==> config.mk <==
export PLATFORM = sky130hd
export DESIGN_NAME = spi_burst_top
export DESIGN_NICKNAME = d
export VERILOG_FILES = /design/src/rtl/spi_burst_pkg.sv /design/src/rtl/spi_burst_fifo.sv /design/src/rtl/spi_burst_ctrl.sv /design/src/rtl/spi_burst_dp.sv /design/src/rtl/spi_burst_top.sv
export SDC_FILE = /design/constraint.sdc
export NUM_CORES = 1
export LEC_CHECK = 0
export ABC_AREA = 1
export BUFFER_PORTS_ARGS = -buffer_cell sky130_fd_sc_hd__buf_4
export CORE_ASPECT_RATIO = 2
export CORE_MARGIN = 1.5
export CORE_UTILIZATION = 40
export CTS_CLUSTER_DIAMETER = 200
export DETAILED_ROUTE_END_ITERATION = 6
export PLACE_DENSITY_LB_ADDON = 0.1
export REMOVE_ABC_BUFFERS = 1
export SETUP_SLACK_MARGIN = 0.05
export SLEW_MARGIN = 30
export SYNTH_ARGS = -nofsm -noshare
export SYNTH_HDL_FRONTEND = slang
export SYNTH_HIERARCHICAL = 1
export SYNTH_SLANG_ARGS = --single-unit
export TNS_END_PERCENT = 50
==> constraint.sdc <==
create_clock -name clk -period 3.4 [get_ports clk]
set_clock_uncertainty 0.15 [all_clocks]
set_input_delay 0.17 -clock clk [delete_from_list [all_inputs] [get_ports clk]]
set_output_delay 0.17 -clock clk [all_outputs]
set_load 0.01 [all_outputs]
==> src/rtl/spi_burst_pkg.sv <==
package spi_burst_pkg;
  localparam int WORD_W = 32;
  localparam int LEN_W  = 12;
  localparam int CNT_W  = LEN_W + 1;

  typedef enum logic [2:0] {
    ST_IDLE,
    ST_SETUP,
    ST_HIGH,
    ST_LOW,
    ST_HOLD
  } spiState_t;

  // strobes from control to datapath
  typedef struct packed {
    logic       load;     // take a fresh transmit word
    logic [4:0] alignSh;  // left shift that brings the first valid bit to the MSB
    logic       shift;    // advance the transmit shifter
    logic       sample;   // capture miso
  } dpStrobe_t;
endpackage

==> src/rtl/spi_burst_fifo.sv <==
module spi_burst_fifo #(
  parameter int WIDTH = 32,
  parameter int DEPTH = 16   // power of two
) (
  input  logic             clk,
  input  logic             rstN,
  input  logic             push,
  input  logic [WIDTH-1:0] pushData,
  output logic             full,
  input  logic             pop,
  output logic [WIDTH-1:0] popData,
  output logic             empty
);
  localparam int AW = $clog2(DEPTH);

  logic [WIDTH-1:0] mem [DEPTH];
  logic [AW-1:0]    wrPtr, rdPtr;
  logic [AW:0]      count;
  logic             doPush, doPop;

  assign full    = (count == (AW+1)'(DEPTH));
  assign empty   = (count == '0);
  assign doPush  = push && !full;
  assign doPop   = pop && !empty;
  assign popData = mem[rdPtr];

  always_ff @(posedge clk or negedge rstN) begin
    if (!rstN) begin
      wrPtr <= '0;
      rdPtr <= '0;
      count <= '0;
    end else begin
      if (doPush) wrPtr <= wrPtr + 1'b1;
      if (doPop)  rdPtr <= rdPtr + 1'b1;
      case ({doPush, doPop})
        2'b10:   count <= count + 1'b1;
        2'b01:   count <= count - 1'b1;
        default: count <= count;
      endcase
    end
  end

  always_ff @(posedge clk) begin
    if (doPush) mem[wrPtr] <= pushData;
  end
endmodule

==> src/rtl/spi_burst_ctrl.sv <==
module spi_burst_ctrl
  import spi_burst_pkg::*;
#(
  parameter int DIV_W = 8
) (
  input  logic             clk,
  input  logic             rstN,
  input  logic [LEN_W-1:0] cfgBurstLen,
  input  logic             cfgSwStart,
  input  logic [DIV_W-1:0] cfgClkDiv,
  input  logic             startWr,
  input  logic             txEmpty,
  output logic             txPop,
  output logic             rxPush,
  output dpStrobe_t        stb,
  output logic             sclk,
  output logic             csN,
  output logic             busy,
  output logic             startBit
);
  spiState_t        state;
  logic [DIV_W-1:0] divCnt, divLat;
  logic [CNT_W-1:0] bitsLeft, lenPlus;
  logic [5:0]       wordLeft, firstBits, alignTmp;
  logic             tick, begin_, wordEnd, lastBit, done;

  assign lenPlus   = {1'b0, cfgBurstLen} + 1'b1;
  assign firstBits = (lenPlus[4:0] == '0) ? 6'd32 : {1'b0, lenPlus[4:0]};
  assign alignTmp  = 6'd32 - firstBits;

  assign tick    = (divCnt == divLat);
  assign begin_  = (state == ST_IDLE) && !txEmpty && (!cfgSwStart || startBit);
  assign wordEnd = (state == ST_HIGH) && tick && (wordLeft == 6'd1);
  assign lastBit = (bitsLeft == CNT_W'(1));
  assign done    = (state == ST_HOLD) && tick;
  assign busy    = (state != ST_IDLE);

  assign txPop       = begin_ || (wordEnd && !lastBit && !txEmpty);
  assign rxPush      = wordEnd;
  assign stb.load    = txPop;
  assign stb.alignSh = begin_ ? alignTmp[4:0] : 5'd0;
  assign stb.shift   = (state == ST_HIGH) && tick && (wordLeft != 6'd1) && !lastBit;
  assign stb.sample  = tick && ((state == ST_SETUP) || (state == ST_LOW));

  always_ff @(posedge clk or negedge rstN) begin
    if (!rstN) divCnt <= '0;
    else if (state == ST_IDLE || tick) divCnt <= '0;
    else divCnt <= divCnt + 1'b1;
  end

  always_ff @(posedge clk or negedge rstN) begin
    if (!rstN) startBit <= 1'b0;
    else if (done) startBit <= 1'b0;
    else if (startWr) startBit <= 1'b1;
  end

  always_ff @(posedge clk or negedge rstN) begin
    if (!rstN) begin
      state    <= ST_IDLE;
      sclk     <= 1'b0;
      csN      <= 1'b1;
      bitsLeft <= '0;
      wordLeft <= '0;
      divLat   <= '0;
    end else begin
      case (state)
        ST_IDLE: if (begin_) begin
          state    <= ST_SETUP;
          csN      <= 1'b0;
          bitsLeft <= lenPlus;
          wordLeft <= firstBits;
          divLat   <= cfgClkDiv;
        end
        ST_SETUP, ST_LOW: if (tick) begin
          sclk  <= 1'b1;
          state <= ST_HIGH;
        end
        ST_HIGH: if (tick) begin
          sclk     <= 1'b0;
          bitsLeft <= bitsLeft - 1'b1;
          if (lastBit) state <= ST_HOLD;
          else if (wordLeft == 6'd1) begin
            if (txEmpty) state <= ST_HOLD;
            else begin
              wordLeft <= 6'd32;
              state    <= ST_LOW;
            end
          end else begin
            wordLeft <= wordLeft - 1'b1;
            state    <= ST_LOW;
          end
        end
        ST_HOLD: if (tick) begin
          csN   <= 1'b1;
          state <= ST_IDLE;
        end
        default: state <= ST_IDLE;
      endcase
    end
  end
endmodule

==> src/rtl/spi_burst_dp.sv <==
module spi_burst_dp
  import spi_burst_pkg::*;
(
  input  logic              clk,
  input  logic              rstN,
  input  dpStrobe_t         stb,
  input  logic [WORD_W-1:0] txWord,
  input  logic              misoIn,
  output logic              mosi,
  output logic [WORD_W-1:0] rxWord
);
  logic [WORD_W-1:0] txSh, rxSh;

  always_ff @(posedge clk or negedge rstN) begin
    if (!rstN) begin
      txSh <= '0;
      rxSh <= '0;
    end else begin
      if (stb.load) txSh <= txWord << stb.alignSh;
      else if (stb.shift) txSh <= {txSh[WORD_W-2:0], 1'b0};
      if (stb.load) rxSh <= '0;
      else if (stb.sample) rxSh <= {rxSh[WORD_W-2:0], misoIn};
    end
  end

  assign mosi   = txSh[WORD_W-1];
  assign rxWord = rxSh;
endmodule

==> src/rtl/spi_burst_top.sv <==
module spi_burst_top
  import spi_burst_pkg::*;
#(
  parameter int FIFO_DEPTH = 16,
  parameter int DIV_W      = 8
) (
  input  logic             clk,
  input  logic             rstN,
  input  logic [11:0]      cfgBurstLen,
  input  logic             cfgSwStart,
  input  logic [DIV_W-1:0] cfgClkDiv,
  input  logic             startWr,
  output logic             startBit,
  output logic             busy,
  input  logic             txPush,
  input  logic [31:0]      txData,
  output logic             txFull,
  input  logic             rxPop,
  output logic [31:0]      rxData,
  output logic             rxEmpty,
  output logic             rxFull,
  output logic             sclk,
  output logic             mosi,
  input  logic             miso,
  output logic             csN
);
  dpStrobe_t         stb;
  logic              txPop, txEmpty, rxPush;
  logic [WORD_W-1:0] txWord, rxWord;

  spi_burst_fifo #(.WIDTH(WORD_W), .DEPTH(FIFO_DEPTH)) u_txFifo (
    .clk(clk), .rstN(rstN), .push(txPush), .pushData(txData), .full(txFull),
    .pop(txPop), .popData(txWord), .empty(txEmpty));

  spi_burst_fifo #(.WIDTH(WORD_W), .DEPTH(FIFO_DEPTH)) u_rxFifo (
    .clk(clk), .rstN(rstN), .push(rxPush), .pushData(rxWord), .full(rxFull),
    .pop(rxPop), .popData(rxData), .empty(rxEmpty));

  spi_burst_ctrl #(.DIV_W(DIV_W)) u_ctrl (
    .clk(clk), .rstN(rstN), .cfgBurstLen(cfgBurstLen), .cfgSwStart(cfgSwStart),
    .cfgClkDiv(cfgClkDiv), .startWr(startWr), .txEmpty(txEmpty), .txPop(txPop),
    .rxPush(rxPush), .stb(stb), .sclk(sclk), .csN(csN), .busy(busy),
    .startBit(startBit));

  spi_burst_dp u_dp (
    .clk(clk), .rstN(rstN), .stb(stb), .txWord(txWord), .misoIn(miso),
    .mosi(mosi), .rxWord(rxWord));
endmodule

==> results of run 1 <==
power by group through the flow:
stage / Clock [mW] / Combinational (mW) / Sequential (mW)
after floorplan: 0 / 4.40 / 16.8
after global placement: 0 / 8.74 / 16.6
after detailed placement: 0 / 8.78 / 16.6
after CTS: 12.8 / 8.95 / 16.3
after global routing: 13.3 / 9.73 / 16.3
final: 12.5 / 8.81 / 16.3
sequential cells by signal, indices dropped and copies added, names as in the netlist:
register         cells
u_rxFifo/wrPtr       4
u_ctrl/divLat        8
u_dp/rxWord         32
u_ctrl/bitsLeft     13
u_ctrl/divCnt        8
u_ctrl/state         3
u_ctrl/sclk          1
u_rxFifo/count       5
u_rxFifo/rdPtr       4
u_txFifo/rdPtr       4
u_txFifo/wrPtr       4
u_txFifo/count       5
u_dp/txSh           32
u_rxFifo/mem       512
u_txFifo/mem       512
u_ctrl/wordLeft      6
u_ctrl/csN           1
u_ctrl/startBit      1
layout make-up:
type / instances / area share
Inverter: 529 / 0.0339
Timing Repair Buffer: 307 / 0.0521
Clock inverter: 65 / 0.0121
Sequential cell: 1155 / 0.575
Multi-Input combinational cell: 3335 / 0.243
Clock buffer: 131 / 0.0486
Tap cell: 1683 / 0.0355
Antenna cell: 2 / 0.0000845
repair_timing:
item,in CTS,in global routing
setup endpoints to repair,27,5
hold buffers,74,0
hold endpoints to repair,681,0
setup buffers,1,1
gates resized for setup,2,1
placed cells by master, fill, tap and decap left out, drive strengths merged:
master,instances
nand2,1984
edfxtp,1024
nand3,639
inv,529
nor2,501
buf,233
clkbuf,131
dfrtp,130
dlygate4sd3,74
o21ai,57
clkinv,40
o22ai,28
ha,24
nand4,20
a21oi,18
xor2,17
bufinv,15
xnor2,14
clkinvlp,10
or2,7
nor3,6
a31oi,4
o211ai,4
diode,2
nor3b,2
a31o,2
fa,2
and3,1
o21bai,1
nand3b,1
dfstp,1
a22oi,1
a22o,1
o31ai,1
layer usage:
metal | global-route usage | up-vias | share of wire
li1 | - | 17400 | -
met1 | 0.239 | 17500 | 0.37
met2 | 0.453 | 693 | 0.56
met3 | 0.0241 | 247 | 0.034
met4 | 0.0911 | 6 | 0.037
met5 | 0 | - | 0.00022
worst max-delay path, delay by kind of cell (launching register included):
kind                   cells  cell delay (ps)
buffers and inverters      2              470
flip-flops                 1              630
AND/OR/NAND/NOR            6             1040
worst min path at each step:
| stage | from | endpoint | slack (ps) | depth (start not counted) |
|---|---|---|---|---|
| floorplan | rstN | u_ctrl/bitsLeft[0] | -280 | 0 |
| global placement | rstN | u_rxFifo/count[1] | 210 | 1 |
| detailed placement | rstN | u_rxFifo/count[1] | 140 | 1 |
| CTS | cfgClkDiv[3] | u_ctrl/divLat[3] | 30 | 4 |
| global route | cfgClkDiv[3] | u_ctrl/divLat[3] | 80 | 4 |
| finish | cfgClkDiv[3] | u_ctrl/divLat[3] | 80 | 4 |
per-stage QoR:
stage | power, mW | area (µm²) | util
6_report | 37.6 | 59300 | 0.465
3_5_place_dp | 25.4 | 54900 | 0.431
3_3_place_gp | 25.3 | 54900 | 0.431
2_1_floorplan | 21.2 | 50200 | -
4_1_cts | 38.0 | 59200 | 0.465
5_1_grt | 39.3 | 59300 | 0.465
kinds of logic after synthesis:
| family | count (synthesis) | share of synthesized area |
|---|---|---|
| fa+ha+maj | 26 | 0.00662 |
| xor+xnor | 31 | 0.00528 |
| compound gates | 117 | 0.0129 |
| buf+inv | 771 | 0.0627 |
| flops | 1155 | 0.662 |
| simple gates | 3161 | 0.250 |
==> impl_metrics.py, run 1 <==
metrics = {
    "pwr": {
        "power.switching_mw": 11.7,
        "clkPwrFrac": 0.332,
        "comb_power_share": 0.234,
        "switching_share": 0.311,
        "p_int_mw": 25.9,
        "total_leakage_power_nw": 24.9,
        "ir_drop_mv": 0.792,
        "seqPwrFrac": 0.433,
        "power_density_nw_per_um2": 634,
    },
    "setup_path": {
        "worstPathCellList": "nor2_4 > buf_4 > nand3_1 > nand2_1 > nor2_1 > nand2_1 > nand2_1 > buf_4",
        "path_class": "flop to output pin",
        "start_kind": "flop",
        "crit_top_cell": "nand2_1",
        "crit_path_max_incr_delay_ps": 630,
        "endpoint": "rxData[12]",
        "crit_path_end_kind": "output pin",
        "crit_slowest_cell": "dfrtp_4",
        "r2r_slack_ps": 370,
        "critPathLaunch": "u_rxFifo/rdPtr[1]",
        "reg2reg_depth": 14,
        "r2r_end": "u_rxFifo/mem[13][23]",
        "worstPathRequired_ps": 3080,
        "worstReg2RegStart": "u_ctrl/divCnt[0]",
        "worstPathArrival_ps": 2840,
        "cp_max_fo": 21,
    },
    "die": {
        "start_util": 0.404,
        "fp.dieW_um": 256,
        "die_height_um": 510,
        "io_pins": 99,
        "die_area_um2": 131000,
        "rows": 185,
        "fp.coreArea_um2": 127000,
    },
    "yosys": {
        "synthTopCellsByCount": "nand2_1 (1,976), edfxtp_1 (1,024), nand3_1 (637)",
        "async_flop_share": 0.113,
        "yosysUniqueCellTypes": 45,
        "synth_edf_count": 1024,
        "yosys.area.top_type": "edfxtp_1",
        "synthFlopType": "edfxtp_1",
        "netlist.area_leader.share": 0.598,
        "synth.area.top_cells": "edfxtp_1 (60%), nand2_1 (14%), dfrtp_1 (6.3%), nand3_1 (6.2%), inv_1 (3.7%)",
        "synth_area_um2": 51400,
        "postSynthCellCount": 5261,
        "avgSynthCellArea_um2": 9.77,
        "ys_ff_latch": 1155,
        "synth_seq_area_share": 0.662,
        "ys_warn_count": 6,
        "yosys.cell_count.top_type": "nand2_1",
    },
    "clock_network": {
        "clk_pin_slew_worst_paths_ps": 60,
        "clk_path_buf_depth": 3,
        "cts_sinks": 1155,
        "clock_latency_ps": 710,
        "clock-root-buffer": "clkbuf_16",
        "cts_tree": "yes",
        "htree_levels": 3,
        "cts_buffers": 106,
    },
    "place": {
        "dp_hpwl_mm": 92.1,
        "io_buffers": 98,
        "dp.cells": 6933,
        "place_ws_ps": 328,
        "gp_congestion": 0.855,
    },
    "cells_and_area": {
        "seq_area_um2": 34000,
        "drive_gt1_frac": 0.0880,
        "num-fill-cells": 12000,
        "multi_input_area_um2": 14400,
        "area_delta_synth_final_pct": 15.3,
        "final_cells": 7207,
        "final_nets": 5519,
    },
    "sta": {
        "fin_crit_sh": 0.930,
        "slew_headroom": 0.341,
        "hold_viol_final": 0,
        "setup_viol": 0,
        "min_period_ps": 3160,
        "rsz0062_at_grt": "no",
        "worst_slack_ps": 237,
        "slew_viol_final": 0,
        "tns_ps": 0,
        "max_clock_freq_ghz": 0.316,
        "tightest_slew_ps": 988,
        "hold_slack_ps": 78.3,
    },
    "routing": {
        "post_drt_wl_per_cell_um": 20.6,
        "vias_per_cell": 4.97,
        "ant_nets": 0,
        "num_vias": 35900,
        "route.detailed.drc": 0,
        "finalWirelength_mm": 149,
        "first_pass_iters": 6,
        "drtIter0Drc": 2422,
    },
    "global_route": {
        "grt_overflow": 0,
        "grt_max_degree": 152,
        "grt_usage": 0.227,
        "antenna_found_initial": 5,
        "first_global_vias": 35600,
        "grt_first_pass_wirelength_mm": 221,
    },
    "run_status": {
        "status": "finished clean",
    },
    "worst_hold_path": {
        "hp-class": "primary input to flop",
    },
    "job": {
        "drv_cap": 0,
    },
}
No activity file was read; power rests on OpenSTA's default activity.
==> run 2, diff against run 1 <==
CORE_UTILIZATION = 52   (was 40)
==> run 2 against run 1 <==
  * The flow now finishes with violations (design-rule violations)
  * Worst hold slack better by 3.6 ps
  * Maximum frequency down 0.27%
  * Die area down 23%
  * Core utilization up 13 points
  * Wire length down 7.7%
  * Cell count down 5.1%
  * Worst setup slack worse by 8.7 ps
  * Critical path type unchanged
  * Critical endpoint is now rxData[19]
  * Largest cell class unchanged
  * Largest power group unchanged
==> impl_metrics.py, run 2 (same netlist as run 1, synthesis figures left out) <==
metrics = {
    "run_status": {
        "violations": "design-rule violations",
        "status": "finished, violations left",
    },
    "sta": {
        "setup_viol": 0,
        "min_period_ps": 3170,
        "hold_slack_ps": 81.9,
        "max_clock_freq_ghz": 0.315,
        "rsz0062_at_grt": "no",
        "hold_viol_final": 0,
        "slew_headroom": 0.455,
        "slew_viol_final": 0,
        "tightest_slew_ps": 818,
        "tns_ps": 0,
        "fin_crit_sh": 0.933,
    },
    "setup_path": {
        "crit_slowest_cell": "dfrtp_4",
        "path_class": "flop to output pin",
        "worstPathCellList": "inv_6 > buf_12 > buf_4 > nand2_1 > nand3_1 > nand3_1 > nand2_1 > nand2_1 > buf_4",
        "cp_max_fo": 42,
        "worstPathRequired_ps": 3080,
        "worstReg2RegStart": "u_ctrl/divCnt[0]",
        "r2r_end": "u_rxFifo/mem[0][17]",
        "r2r_slack_ps": 330,
        "start_kind": "flop",
        "worstPathArrival_ps": 2850,
        "crit_path_end_kind": "output pin",
        "crit_top_cell": "nand2_1",
        "crit_path_max_incr_delay_ps": 570,
        "reg2reg_depth": 14,
    },
    "clock_network": {
        "htree_levels": 3,
        "clk_pin_slew_worst_paths_ps": 70,
        "cts_buffers": 98,
        "clock_latency_ps": 730,
        "clk_path_buf_depth": 3,
        "cts_tree": "yes",
        "cts_sinks": 1155,
        "clock-root-buffer": "clkbuf_16",
    },
    "routing": {
        "route.detailed.drc": 1,
        "finalWirelength_mm": 137,
        "vias_per_cell": 5.25,
        "num_vias": 35900,
        "drtIter0Drc": 2616,
        "ant_nets": 0,
        "post_drt_wl_per_cell_um": 20.0,
        "first_pass_iters": 7,
    },
    "worst_hold_path": {
        "hp-start": "startWr",
        "hp-class": "primary input to flop",
        "holdPathStages": 4,
        "hold_path_end": "u_ctrl/startBit",
    },
    "cells_and_area": {
        "drive_gt1_frac": 0.0880,
        "multi_input_area_um2": 14400,
        "finish.utilization": 0.598,
        "num-fill-cells": 8258,
        "final_cells": 6842,
        "top_regs": "u_rxFifo/mem x512, u_txFifo/mem x512",
        "layout_commonest_cell": "nand2_1",
        "seq_area_um2": 34000,
        "area_delta_synth_final_pct": 14.3,
        "final_cell_mix": "nand2_1 (1,976), edfxtp_1 (1,024), nand3_1 (636), inv_1 (511), nor2_1 (454)",
        "final_nets": 5525,
    },
    "global_route": {
        "antenna_found_initial": 6,
        "grt_overflow": 0,
        "first_global_vias": 35000,
        "grt_usage": 0.277,
        "grt_first_pass_wirelength_mm": 206,
        "grt_max_degree": 100,
    },
    "pwr": {
        "ir_drop_mv": 0.512,
        "power_density_nw_per_um2": 622,
        "total_leakage_power_nw": 24.9,
        "power_mw": 36.6,
    },
    "place": {
        "io_buffers": 98,
        "gp_congestion": 0.887,
        "dp.cells": 6575,
        "dp_hpwl_mm": 86.6,
    },
    "job": {
        "drv_cap": 0,
    },
    "die": {
        "rows": 163,
        "io_pins": 99,
        "fp.dieW_um": 225,
        "fp.coreArea_um2": 98300,
        "die_height_um": 448,
        "start_util": 0.523,
        "die_area_um2": 101000,
    },
}
==> run 2: changes by cell type in the layout (fill, tap and decap cells not counted), moves of 3 or more <==
cell,delta
clkinvlp_4,-6
inv_6,+3
clkinv_1,-7
bufinv_16,-4
dlygate4sd3_1,+8
clkinv_2,-3
clkbuf_16,-9
clkbuf_8,+3
buf_12,+10
==> run 2: final cells by class <==
class / instances / share of cell area
multi-input cells: 3335 / 0.245
well taps: 1320 / 0.0281
diodes: 2 / 0.0000851
repair buffers: 321 / 0.0563
clock buffers: 124 / 0.0459
inverters: 529 / 0.0340
clock inverters: 56 / 0.0111
flip-flops and latches: 1155 / 0.579
==> run 2: power by group <==
group	leakage [nW]	switching, mW	internal (mW)
clock	1.65	5.17	6.52
sequential	9.82	0.238	16.0
combinational	13.4	5.91	2.71
total	24.9	11.3	25.2
==> run 2: worst max-delay path, delay by kind of cell, from the launching register on <==
| family | cells | cell delay, ps |
|---|---|---|
| buf+inv | 4 | 1000 |
| flops | 1 | 570 |
| simple gates | 5 | 440 |
==> run 2: stage by stage <==
| step | setup slack [ps] | cell area, µm² |
|---|---|---|
| global route | 66.3 | 58800 |
| finish | 229 | 58800 |
| CTS | 181 | 58700 |
| global placement | 269 | 54500 |
| floorplan | -6930 | 50200 |
| detailed placement | 207 | 54500 |
==> run 2: how the worst max path moves through the flow <==
stage | endpoint | cells after the start | from
2_1_floorplan | u_dp/txSh[28] | 15 | u_txFifo/rdPtr[0]
3_3_place_gp | u_txFifo/count[4] | 21 | u_txFifo/count[4]
3_5_place_dp | u_txFifo/count[4] | 21 | u_txFifo/count[0]
4_1_cts | u_txFifo/count[4] | 21 | u_txFifo/count[0]
5_1_grt | rxData[22] | 10 | u_rxFifo/rdPtr[0]
6_report | rxData[19] | 9 | u_rxFifo/rdPtr[0]
==> run 2: routing by layer <==
metal / track usage / wire length (µm)
met1: 0.286 / 47900
met2: 0.539 / 77100
met3: 0.0300 / 5110
met4: 0.146 / 7010
met5: 0 / 60
==> run 2: what timing repair did <==
action / 4_1_cts / 5_1_grt
setup endpoints to repair: 0 / 1
hold endpoints to repair: 646 / 0
buffers inserted: 0 / 2
resized for setup: 0 / 4
hold buffers: 83 / 0
==> run 3, diff against run 2 <==
BUFFER_PORTS_ARGS = -buffer_cell sky130_fd_sc_hd__buf_2   (was -buffer_cell sky130_fd_sc_hd__buf_4)
MAX_ROUTING_LAYER = met4   (was not set)
==> run 3 against run 2 <==
  * The flow now finishes without violations
  * Non-clock buffer count is 16 lower
  * Total power fell by 0.29%
  * Cell count about the same
  * Largest cell class unchanged
  * Highest routed layer is now met4
==> impl_metrics.py, run 3 (same netlist as run 1, synthesis figures left out) <==
metrics = {
    "global_route": {
        "grt_first_pass_wirelength_mm": 208,
        "use_met3": 0.0250,
        "met2_usage": 0.555,
        "grt_max_degree": 151,
        "grt_usage": 0.289,
        "first_global_vias": 35300,
        "grt_overflow": 0,
        "antenna_found_initial": 5,
        "grt_use_met1": 0.281,
        "busiest_layer": "met2",
    },
    "routing": {
        "first_pass_iters": 5,
        "num_vias": 35900,
        "vias_per_cell": 5.24,
        "post_drt_wl_per_cell_um": 20.3,
        "ant_nets": 0,
        "route.detailed.drc": 0,
        "finalWirelength_mm": 139,
        "drtIter0Drc": 2579,
    },
    "setup_path": {
        "path_class": "flop to output pin",
        "reg2reg_depth": 17,
        "worstPathRequired_ps": 3080,
        "crit_path_end_kind": "output pin",
        "start_kind": "flop",
        "worstPathArrival_ps": 2880,
        "cp_max_fo": 64,
    },
    "cells_and_area": {
        "drive_gt1_frac": 0.0844,
        "num-fill-cells": 8319,
        "final_nets": 5511,
        "final_cell_mix": "nand2_1 (1,976), edfxtp_1 (1,024), nand3_1 (637), inv_1 (511), nor2_1 (454)",
        "top_regs": "u_rxFifo/mem x512, u_txFifo/mem x512",
        "area_delta_synth_final_pct": 13.7,
        "finish.utilization": 0.594,
        "layout_commonest_cell": "nand2_1",
    },
    "sta": {
        "hold_slack_ps": 80.0,
        "fin_crit_sh": 0.941,
        "hold_viol_final": 0,
        "slew_viol_final": 0,
        "tightest_slew_ps": 1010,
        "slew_headroom": 0.330,
        "min_period_ps": 3200,
        "rsz0062_at_grt": "no",
        "max_clock_freq_ghz": 0.313,
        "setup_viol": 0,
    },
    "clock_network": {
        "clk_pin_slew_worst_paths_ps": 70,
        "cts_buffers": 100,
        "clock_latency_ps": 730,
        "clk_path_buf_depth": 3,
        "cts_tree": "yes",
        "clock-root-buffer": "clkbuf_16",
        "htree_levels": 3,
        "cts_sinks": 1155,
    },
    "die": {
        "start_util": 0.523,
        "die_height_um": 448,
        "fp.dieW_um": 225,
        "rows": 163,
        "io_pins": 99,
        "fp.coreArea_um2": 98300,
        "die_area_um2": 101000,
    },
    "place": {
        "io_buffers": 98,
        "gp_congestion": 0.921,
        "dp_hpwl_mm": 85.9,
    },
    "worst_hold_path": {
        "hp-class": "primary input to flop",
        "holdPathStages": 4,
    },
    "pwr": {
        "total_leakage_power_nw": 24.7,
        "power_density_nw_per_um2": 624,
        "ir_drop_mv": 0.639,
    },
    "run_status": {
        "status": "finished clean",
    },
    "job": {
        "drv_cap": 0,
    },
}
==> run 3: report_power, final <==
group | internal (mW) | switching [mW] | leakage, nW
clock | 6.76 | 5.18 | 1.66
combinational | 2.44 | 5.79 | 13.2
sequential | 16.0 | 0.268 | 9.82
total | 25.2 | 11.2 | 24.7
==> run 3: what timing repair did <==
item                                   in CTS  in global routing
resized for setup                           2                  5
hold buffers                               88                  0
setup buffers                               0                  1
endpoints found under the hold margin     680                  0
setup endpoints to repair                   8                 12
==> run 3: per-layer routing <==
metal  part of all wire  vias up
met3              0.037      330
met5                  0        -
met1               0.34    17100
met2               0.57      973
met4              0.053        0
li1                   -    17400
==> run 3: through the flow <==
| stage | cell area [µm²] | std cells | setup TNS, ps | power (mW) | setup WS, ps |
|---|---|---|---|---|---|
| after floorplan | 50200 | 5019 | -584860 | 21.2 | -6930 |
| after global placement | 54000 | 6555 | 0 | 24.7 | 132 |
| after detailed placement | 54000 | 6555 | 0 | 24.8 | 139 |
| after CTS | 58400 | 6830 | 0 | 36.7 | 50.1 |
| after global routing | 58400 | 6836 | 0 | 38.1 | 78.3 |
| final | 58400 | 6838 | 0 | 36.5 | 201 |
==> run 3: area by class of cell <==
class	instances	area, µm²	share of cell area
Timing Repair Buffer	305	2860	0.0490
Tap cell	1320	1650	0.0283
Multi-Input combinational cell	3335	14400	0.247
Clock buffer	126	2710	0.0464
Sequential cell	1155	34000	0.583
Clock inverter	61	729	0.0125
Inverter	529	2010	0.0343
Antenna cell	7	17.5	0.000300
==> run 3: critical path, stage by stage (launching register included) <==
cell and delay (ps):
dfrtp_1 440, inv_2 100, buf_4 750, nand3_1 420, nand2_1 160, nand2_1 80, buf_2 150
==> run 3: path summary, 6_finish.rpt <==
check	start	end	slack [ps]
min in group asynchronous	rstN	u_ctrl/csN	420
max in group asynchronous	rstN	u_dp/rxWord[3]	2280
setup / recovery	u_rxFifo/rdPtr[2]	rxData[12]	200
setup reg to reg	u_txFifo/count[1]	u_dp/txSh[28]	220
hold reg to reg	u_ctrl/csN	u_ctrl/csN	330
hold / removal	startWr	u_ctrl/startBit	80
